`config.mk`:
```
export PLATFORM = sky130hd
export DESIGN_NAME = ttw_base_select
export DESIGN_NICKNAME = d
export VERILOG_FILES = /design/src/rtl/ttw_pkg.sv /design/src/rtl/ttw_bank_regs.sv /design/src/rtl/ttw_addr_gen.sv /design/src/rtl/ttw_base_select.sv
export SDC_FILE = /design/constraint.sdc
export NUM_CORES = 1
export LEC_CHECK = 0
export ABC_CLOCK_PERIOD_IN_PS = 3900
export BUFFER_PORTS_ARGS = -buffer_cell sky130_fd_sc_hd__buf_4
export CELL_PAD_IN_SITES_DETAIL_PLACEMENT = 0
export CELL_PAD_IN_SITES_GLOBAL_PLACEMENT = 1
export CORE_UTILIZATION = 40
export CTS_BUF_LIST = sky130_fd_sc_hd__clkbuf_16
export DETAILED_ROUTE_END_ITERATION = 8
export PLACE_DENSITY = 0.78
export SKIP_CTS_REPAIR_TIMING = 1
export SYNTH_ARGS = -nofsm -noshare
export SYNTH_HDL_FRONTEND = slang
export SYNTH_SLANG_ARGS = --single-unit
```
`constraint.sdc`:
```
create_clock -name clk -period 3.9 [get_ports clk]
set_clock_uncertainty 0.05 [all_clocks]
set_input_delay 0.39 -clock clk [delete_from_list [all_inputs] [get_ports clk]]
set_output_delay 0.39 -clock clk [all_outputs]
set_load 0.02 [all_outputs]
```
`src/rtl/ttw_pkg.sv`:
```
package ttw_pkg;
  localparam int VA_W      = 32;
  localparam int SPLIT_W   = 3;
  localparam int FULL_SH   = 14;  // log2 of full table bytes
  localparam int SECT_SH   = 20;  // log2 of bytes mapped per entry
  localparam int IDX_W     = VA_W - SECT_SH;
  localparam int NUM_BANKS = 2;

  typedef enum logic [1:0] {
    CFG_SPLIT = 2'd0,
    CFG_BASE0 = 2'd1,
    CFG_BASE1 = 2'd2,
    CFG_NONE  = 2'd3
  } cfg_sel_e;

  typedef struct packed {
    logic [SPLIT_W-1:0] split;
    logic [VA_W-1:0]    base0;
    logic [VA_W-1:0]    base1;
  } ttw_bank_t;

  // Any of the top n address bits set -> upper region.
  function automatic logic in_upper(input logic [VA_W-1:0] va,
                                    input logic [SPLIT_W-1:0] n);
    logic [VA_W-1:0] top_mask;
    top_mask = ~({VA_W{1'b1}} >> n);
    return |(va & top_mask);
  endfunction

  // Truncated lower table: base bits above 14-n, index of 12-n bits.
  function automatic logic [VA_W-1:0] lower_addr(input logic [VA_W-1:0] base,
                                                 input logic [VA_W-1:0] va,
                                                 input logic [SPLIT_W-1:0] n);
    logic [VA_W-1:0] keep;
    logic [VA_W-1:0] idx;
    keep = {VA_W{1'b1}} << (FULL_SH - int'(n));
    idx  = (va >> SECT_SH) & ({{SECT_SH{1'b0}}, {IDX_W{1'b1}}} >> n);
    return (base & keep) | (idx << 2);
  endfunction

  // Full-size upper table.
  function automatic logic [VA_W-1:0] upper_addr(input logic [VA_W-1:0] base,
                                                 input logic [VA_W-1:0] va);
    return {base[VA_W-1:FULL_SH], va[VA_W-1:SECT_SH], 2'b00};
  endfunction
endpackage

```
`src/rtl/ttw_bank_regs.sv`:
```
module ttw_bank_regs
  import ttw_pkg::*;
(
  input  logic            clk,
  input  logic            rst_n,
  input  logic            wr_en,
  input  logic            wr_ns,
  input  logic [1:0]      wr_sel,
  input  logic [VA_W-1:0] wr_data,
  input  logic            rd_ns,
  output ttw_bank_t       rd_bank
);
  ttw_bank_t bank_q [NUM_BANKS];

  for (genvar b = 0; b < NUM_BANKS; b++) begin : g_bank
    logic hit;
    assign hit = wr_en && (wr_ns == 1'(b));
    always_ff @(posedge clk) begin
      if (!rst_n) begin
        bank_q[b] <= '0;
      end else if (hit) begin
        case (cfg_sel_e'(wr_sel))
          CFG_SPLIT: bank_q[b].split <= wr_data[SPLIT_W-1:0];
          CFG_BASE0: bank_q[b].base0 <= wr_data;
          CFG_BASE1: bank_q[b].base1 <= wr_data;
          default:   ;
        endcase
      end
    end
  end

  assign rd_bank = bank_q[rd_ns];
endmodule

```
`src/rtl/ttw_addr_gen.sv`:
```
module ttw_addr_gen
  import ttw_pkg::*;
(
  input  ttw_bank_t       bank,
  input  logic [VA_W-1:0] va,
  output logic            use_upper,
  output logic [VA_W-1:0] addr
);
  logic [VA_W-1:0] lo_addr;
  logic [VA_W-1:0] hi_addr;

  always_comb begin
    use_upper = in_upper(va, bank.split);
    lo_addr   = lower_addr(bank.base0, va, bank.split);
    hi_addr   = upper_addr(bank.base1, va);
    addr      = use_upper ? hi_addr : lo_addr;
  end
endmodule

```
`src/rtl/ttw_base_select.sv`:
```
module ttw_base_select
  import ttw_pkg::*;
(
  input  logic        clk,
  input  logic        rst_n,
  input  logic        walk_req,
  input  logic [31:0] walk_va,
  input  logic        walk_ns,
  input  logic        cfg_we,
  input  logic        cfg_ns,
  input  logic [1:0]  cfg_sel,
  input  logic [31:0] cfg_wdata,
  output logic        desc_valid,
  output logic        desc_base_sel,
  output logic [31:0] desc_addr
);
  ttw_bank_t       cur_bank;
  logic            sel_upper;
  logic [VA_W-1:0] next_addr;

  ttw_bank_regs u_regs (
    .clk     (clk),
    .rst_n   (rst_n),
    .wr_en   (cfg_we),
    .wr_ns   (cfg_ns),
    .wr_sel  (cfg_sel),
    .wr_data (cfg_wdata),
    .rd_ns   (walk_ns),
    .rd_bank (cur_bank)
  );

  ttw_addr_gen u_gen (
    .bank      (cur_bank),
    .va        (walk_va),
    .use_upper (sel_upper),
    .addr      (next_addr)
  );

  always_ff @(posedge clk) begin
    if (!rst_n) begin
      desc_valid    <= 1'b0;
      desc_base_sel <= 1'b0;
      desc_addr     <= '0;
    end else begin
      desc_valid <= walk_req;
      if (walk_req) begin
        desc_base_sel <= sel_upper;
        desc_addr     <= next_addr;
      end
    end
  end

  AST_VALID_AFTER_REQ: assert property (@(posedge clk) disable iff (!rst_n)
    walk_req |=> desc_valid);
  AST_NO_SPURIOUS_VALID: assert property (@(posedge clk) disable iff (!rst_n)
    !walk_req |=> !desc_valid);
  AST_HOLD_IDLE: assert property (@(posedge clk) disable iff (!rst_n)
    !walk_req |=> $stable(desc_addr) && $stable(desc_base_sel));
  AST_SPLIT0_BASE0: assert property (@(posedge clk) disable iff (!rst_n)
    walk_req && cur_bank.split == '0 |=> !desc_base_sel);
  AST_UPPER_BASE_BITS: assert property (@(posedge clk) disable iff (!rst_n)
    walk_req && sel_upper |=>
      desc_addr[VA_W-1:FULL_SH] == $past(cur_bank.base1[VA_W-1:FULL_SH]));
  AST_WORD_ALIGNED: assert property (@(posedge clk) disable iff (!rst_n)
    desc_valid |-> desc_addr[1:0] == 2'b00);
endmodule

```
* Word level (Yosys, flattened, before mapping) *
Memory sizes are Yosys's and may differ from the RTL's.
Index checks and enable logic that the tools add are counted.

word-level totals
  register bits = 34
  bits in writable memories = 134
  bits of input ports = 72
  output and inout bits = 34
  word-level logic and storage cells = 55
  memories kept = 1

memories
  name           words  width  read ports  clocked after memory_dff  wr ports  RTL line             text
  u_regs.bank_q  2      67     1           0                         2         ttw_bank_regs.sv:13  ttw_bank_t bank_q [NUM_BANKS];

operators by class
  add/subtract/negate cells = 1
  equality and inequality tests = 2
  shifts and indexed selects = 3
  muxes and demuxes = 29
  bitwise gates (word level) = 12
  reductions and logical operators = 4

operator list
  operator                                                              count
  32-bit two-way mux                                                    5
  32-bit bitwise AND                                                    2
  32-bit NOT                                                            1
  32-bit bitwise OR                                                     1
  32-bit OR reduction                                                   1
  32-bit by 32-bit << shifter with 32-bit output, first input constant  1
  32-bit by 3-bit >> shifter with 32-bit output, first input constant   1
  12-bit by 30-bit bitwise AND with 30-bit output                       1
  12-bit by 3-bit >> shifter with 30-bit output, first input constant   1
  1-bit two-way mux                                                     22
  3-bit two-way mux                                                     2
  1-bit bitwise OR                                                      6
  4-bit by 3-bit subtractor with 5-bit output, first input constant     1
  2-bit by 1-bit == test with 1-bit output, second input constant       1
  2-bit == test, second input constant                                  1
  1-bit logical AND                                                     2
  2-bit logical NOT                                                     1
  1-bit NOT                                                             1

* Longest topological paths before layout *
  depth in word-level cells = 6
  gate-level depth with buffers = 13
  mapped depth without buffers = 9

* Hierarchy *
A second synthesis with hierarchy kept.

unflattened totals
  cell total of the unflattened synthesis = 598
  area total of the unflattened synthesis = 7891.3 sq um

by module, submodules not included
  module           times used  cells an instance  area each (sq um)  sequential area each (sq um)
  ttw_bank_regs    1           415                5916.9             4023.9
  ttw_base_select  1           108                1306.3             680.7
  ttw_addr_gen     1           75                 668.1              0.0

* Least setup slack after synthesis *
No wires, ideal clock.

  path type = input -> register
  start point = input cfg_sel[1]
  end point = memory u_regs.bank_q[1][32] in the netlist's numbering, enable pin
  library setup time = 0.466 ns
  data arrival time = 2.862 ns
  required time = 3.384 ns
  slack = 0.523 ns
  cell stages on the path = 2
  path buffers = 0
  cell sequence = nand2b_1 o21ai_0

RTL lines
  what             RTL line               text
  start, declared  ttw_base_select.sv:11  input logic [1:0] cfg_sel,
  end, declared    ttw_bank_regs.sv:13

* Worst setup path after layout *
  start point = memory u_regs.bank_q[0][65] in the netlist's numbering
  end point = register desc_addr[14]

between the ends
  longest elaborated chain between the ends = 6
  elaborated cells between the ends (all ways) = 12
  classes of those cells = add/sub (1); shift (3); mux (1); bitwise (5); reduce/logical (1); memory (1)

RTL lines
  what                                                                                                          RTL line                      text
  memory read 2 x 67 bit (*)                                                                                    n/a
  4-bit by 3-bit subtractor with 5-bit output or 32-bit by 3-bit >> shifter with 32-bit output (tied branches)  ttw_pkg.sv:36, ttw_pkg.sv:26
  32-bit by 32-bit << shifter with 32-bit output or 32-bit NOT (tied branches)                                  ttw_pkg.sv:36, ttw_pkg.sv:26
  32-bit bitwise AND, on equally long branches                                                                  ttw_pkg.sv:38, ttw_pkg.sv:27
  32-bit bitwise OR or 32-bit OR reduction (tied branches)                                                      ttw_pkg.sv:38, ttw_pkg.sv:27
  32-bit two-way mux (*)                                                                                        ttw_addr_gen.sv:16            addr = use_upper ? hi_addr : lo_addr;
  end signal, assigned                                                                                          ttw_base_select.sv:48         desc_addr <= next_addr;
  end, declared                                                                                                 ttw_base_select.sv:15         output logic [31:0] desc_addr

Every way passes the cells marked *; elsewhere a longest branch is shown, timed or not.
A chain may end at the register's enable or synchronous reset.

==> metrics <==
outcome finished, final reports clean; CTS H-Tree Depth 4; hold violation total from the final report 0; DRT iter0 DRCs 215; vias per cell 5.32; Die Span X 127 µm; reg2reg setup slack a little over 1 ns; cells along the critical path mux2i_1 > inv_1 > ha_1 > inv_1 > ha_1 > a2bb2oi_1 > o2111a_1 > buf_4 > nand2_1 > a221o_1; relative slew slack 0.414; Initial Utilization 0.411; setup TNS 0 ns; XOR/XNOR share of the synthesized area 0; Layout area overhead 23.0%; CTS tree done; Final nets about 670; Die H 127 µm; core box area 0.0152 mm²; crit-path max FO 26; RSZ-0062 raised after global routing false; multi-input logic area 0.00222 mm²; Max-Cap Viols 0; Worst EP required 4.14 ns; leakage 0.00307 µW; post-layout min period 2.88 ns; global route overflow 0; Fmax achieved 0.347 GHz; syn avg cell area 12.4 µm²; largest net degree at the start of global routing 53; syn_nets 582; Total Wirelength 14,400 µm; Critical Path AT ~3.1 ns; HPWL Detailed 9540 µm; register bit total from synthesis 140; Startpoint Class flop; Clock Latency Late Sink 0.41 ns; most frequent cells in the layout 106 x and2_1, 106 x edfxtp_1, 103 x buf_4; Root Buffer clkbuf_16; critical path class flop to flop; Pre-Repair DR Iteration Count 5; final worst path period share 0.739; sequential-to-total area share from yosys stat 0.618; CP max stage delay 0.47 ns; FF+latch area 0.00386 mm²; IO Pins 106; endpoints failing setup 0; Synth Instances between 500 and 600; vias approximately 4.2k; worst min path class input pin to flop; Worst Hold Depth 3; simple-gate portion of the synthesized area 0.157; Rows 45; post-synthesis adder-cell area fraction 0.0120; fin. max-slew vios 0; slowest stage cell on the critical path edfxtp_1; post-synthesis instance area 0.00625 mm²; port buffer count 85; GRT Overall Usage 0.190; vias in the first global route 4,335; layout cells sized above 1 0.224; multiplexer share of the synthesized area 0.0839; final instance area between 0.007 and 0.008 mm²; Worst R2R Path Depth 10; per-cell routed wire length 18.1 µm; pwr/cell area 472 mW/mm²; TritonCTS Buffers 17; synth unique cells 42; post-route setup slack 1.02 ns; GPL Wtd Cong between 0.8 and 0.9; Power Total 3630 µW; Final ANT Viol Nets 0; first-pass GRT wire length 22,700 µm; Placed Area 0.00715 mm²; Clock Path Buffers 2; Yosys warnings 0; residual DRC count 0; Worst Tran Pin Value 0.880 ns; Hold Crit Start walk_va[20]; # clock sinks 140; Die Area 0.0161 mm²; Crit. End Element flop; Compound-Gate Fraction of Synth Area 0.0995; dpl ws 0.821 ns; beginning of the critical path u_regs.bank_q[0][65]$_SDFFCE_PN0P_; ANT cells 0; initial antenna violation count 0; clock-pin slew on the worst setup and hold paths 0.06 ns; VDD IR max 0.306 mV; Filler Cells Inserted 1,336; largest family of logic cells by synthesized area simple AND/OR/NAND/NOR gates; Worst R2R Start u_regs.bank_q[0][65]$_SDFFCE_PN0P_
where the power goes:
group / switching [µW] / total, µW / internal (µW)
clock network: 566 / 1480 / 916
registers: 39.0 / 1750 / 1710
logic: 241 / 405 / 164
metal layers:
metal / track usage / up-vias / share of wire
li1: - / 2040 / -
met1: 0.233 / 2039 / 0.44
met2: 0.321 / 130 / 0.48
met3: 0.0515 / 24 / 0.060
met4: 0.0721 / 0 / 0.019
met5: 0 / - / 0
worst paths after layout:
| path | end |
|---|---|
| min reg2reg | desc_addr[1]$_SDFFE_PN0P_ |
| max | desc_addr[14]$_SDFFE_PN0P_ |
| min | desc_addr[2]$_SDFFE_PN0P_ |
| max reg2reg | desc_addr[14]$_SDFFE_PN0P_ |
Yosys cell counts (all sizes together):
cell / number / area, µm²
nand3: 22 / 110
nor3: 4 / 20.0
o211a: 1 / 10.0
buf: 11 / 57.6
mux2: 1 / 11.3
clkinv: 1 / 3.75
and3b: 1 / 8.76
o221ai: 1 / 8.76
nand2b: 5 / 31.3
o311ai: 1 / 8.76
a221o: 1 / 10.0
a311o: 1 / 10.0
nand4: 5 / 31.3
a32o: 17 / 170
o311a: 1 / 10.0
o22ai: 1 / 6.26
nand3b: 2 / 15.0
o31ai: 2 / 15.0
mux2i: 50 / 513
a2bb2oi: 1 / 8.76
a21oi: 14 / 70.1
or4: 2 / 15.0
o21ai: 39 / 199
nand2: 10 / 37.5
o2111ai: 1 / 15.0
nor2: 10 / 37.5
and3: 1 / 6.26
clkbuf: 20 / 75.1
edfxtp: 106 / 3180
nor2b: 1 / 6.26
and2: 106 / 663
dfxtp: 34 / 681
a31oi: 11 / 68.8
inv: 13 / 48.8
o2111a: 1 / 11.3
ha: 6 / 75.1
metrics by stage:
step	cells	util	hold slack (ns)
3_3_place_gp	764	0.470	0.409
2_1_floorplan	504	-	0.486
6_report	796	0.506	0.193
3_5_place_dp	764	0.470	0.403
5_1_grt	796	0.506	0.187
4_1_cts	796	0.506	0.177
cell families after synthesis:
| group | count (synthesis) |
|---|---|
| buf+inv | 45 |
| mux | 51 |
| fa+ha+maj | 6 |
| compound gates | 93 |
| flops | 140 |
| simple gates | 169 |
state kept, by name, summed over array words and instances, names as in the netlist:
signal and flops:
desc_valid 1, desc_base_sel 1, u_regs.bank_q 106, desc_addr 32
layout make-up:
cell class,count,share of cell area
flip-flops and latches,140,0.502
multi-input cells,319,0.289
repair buffers,103,0.101
clock buffers,17,0.0553
well taps,188,0.0306
clock inverters,15,0.0155
inverters,14,0.00683
critical path: cells and delay by family (launching register included):
family	cells	cell delay, ns
fa+ha+maj	2	0.37
flops	1	0.47
mux	1	0.24
simple gates	1	0.11
buf+inv	3	0.56
compound gates	3	0.96
Power figures use the tool's default switching activity.
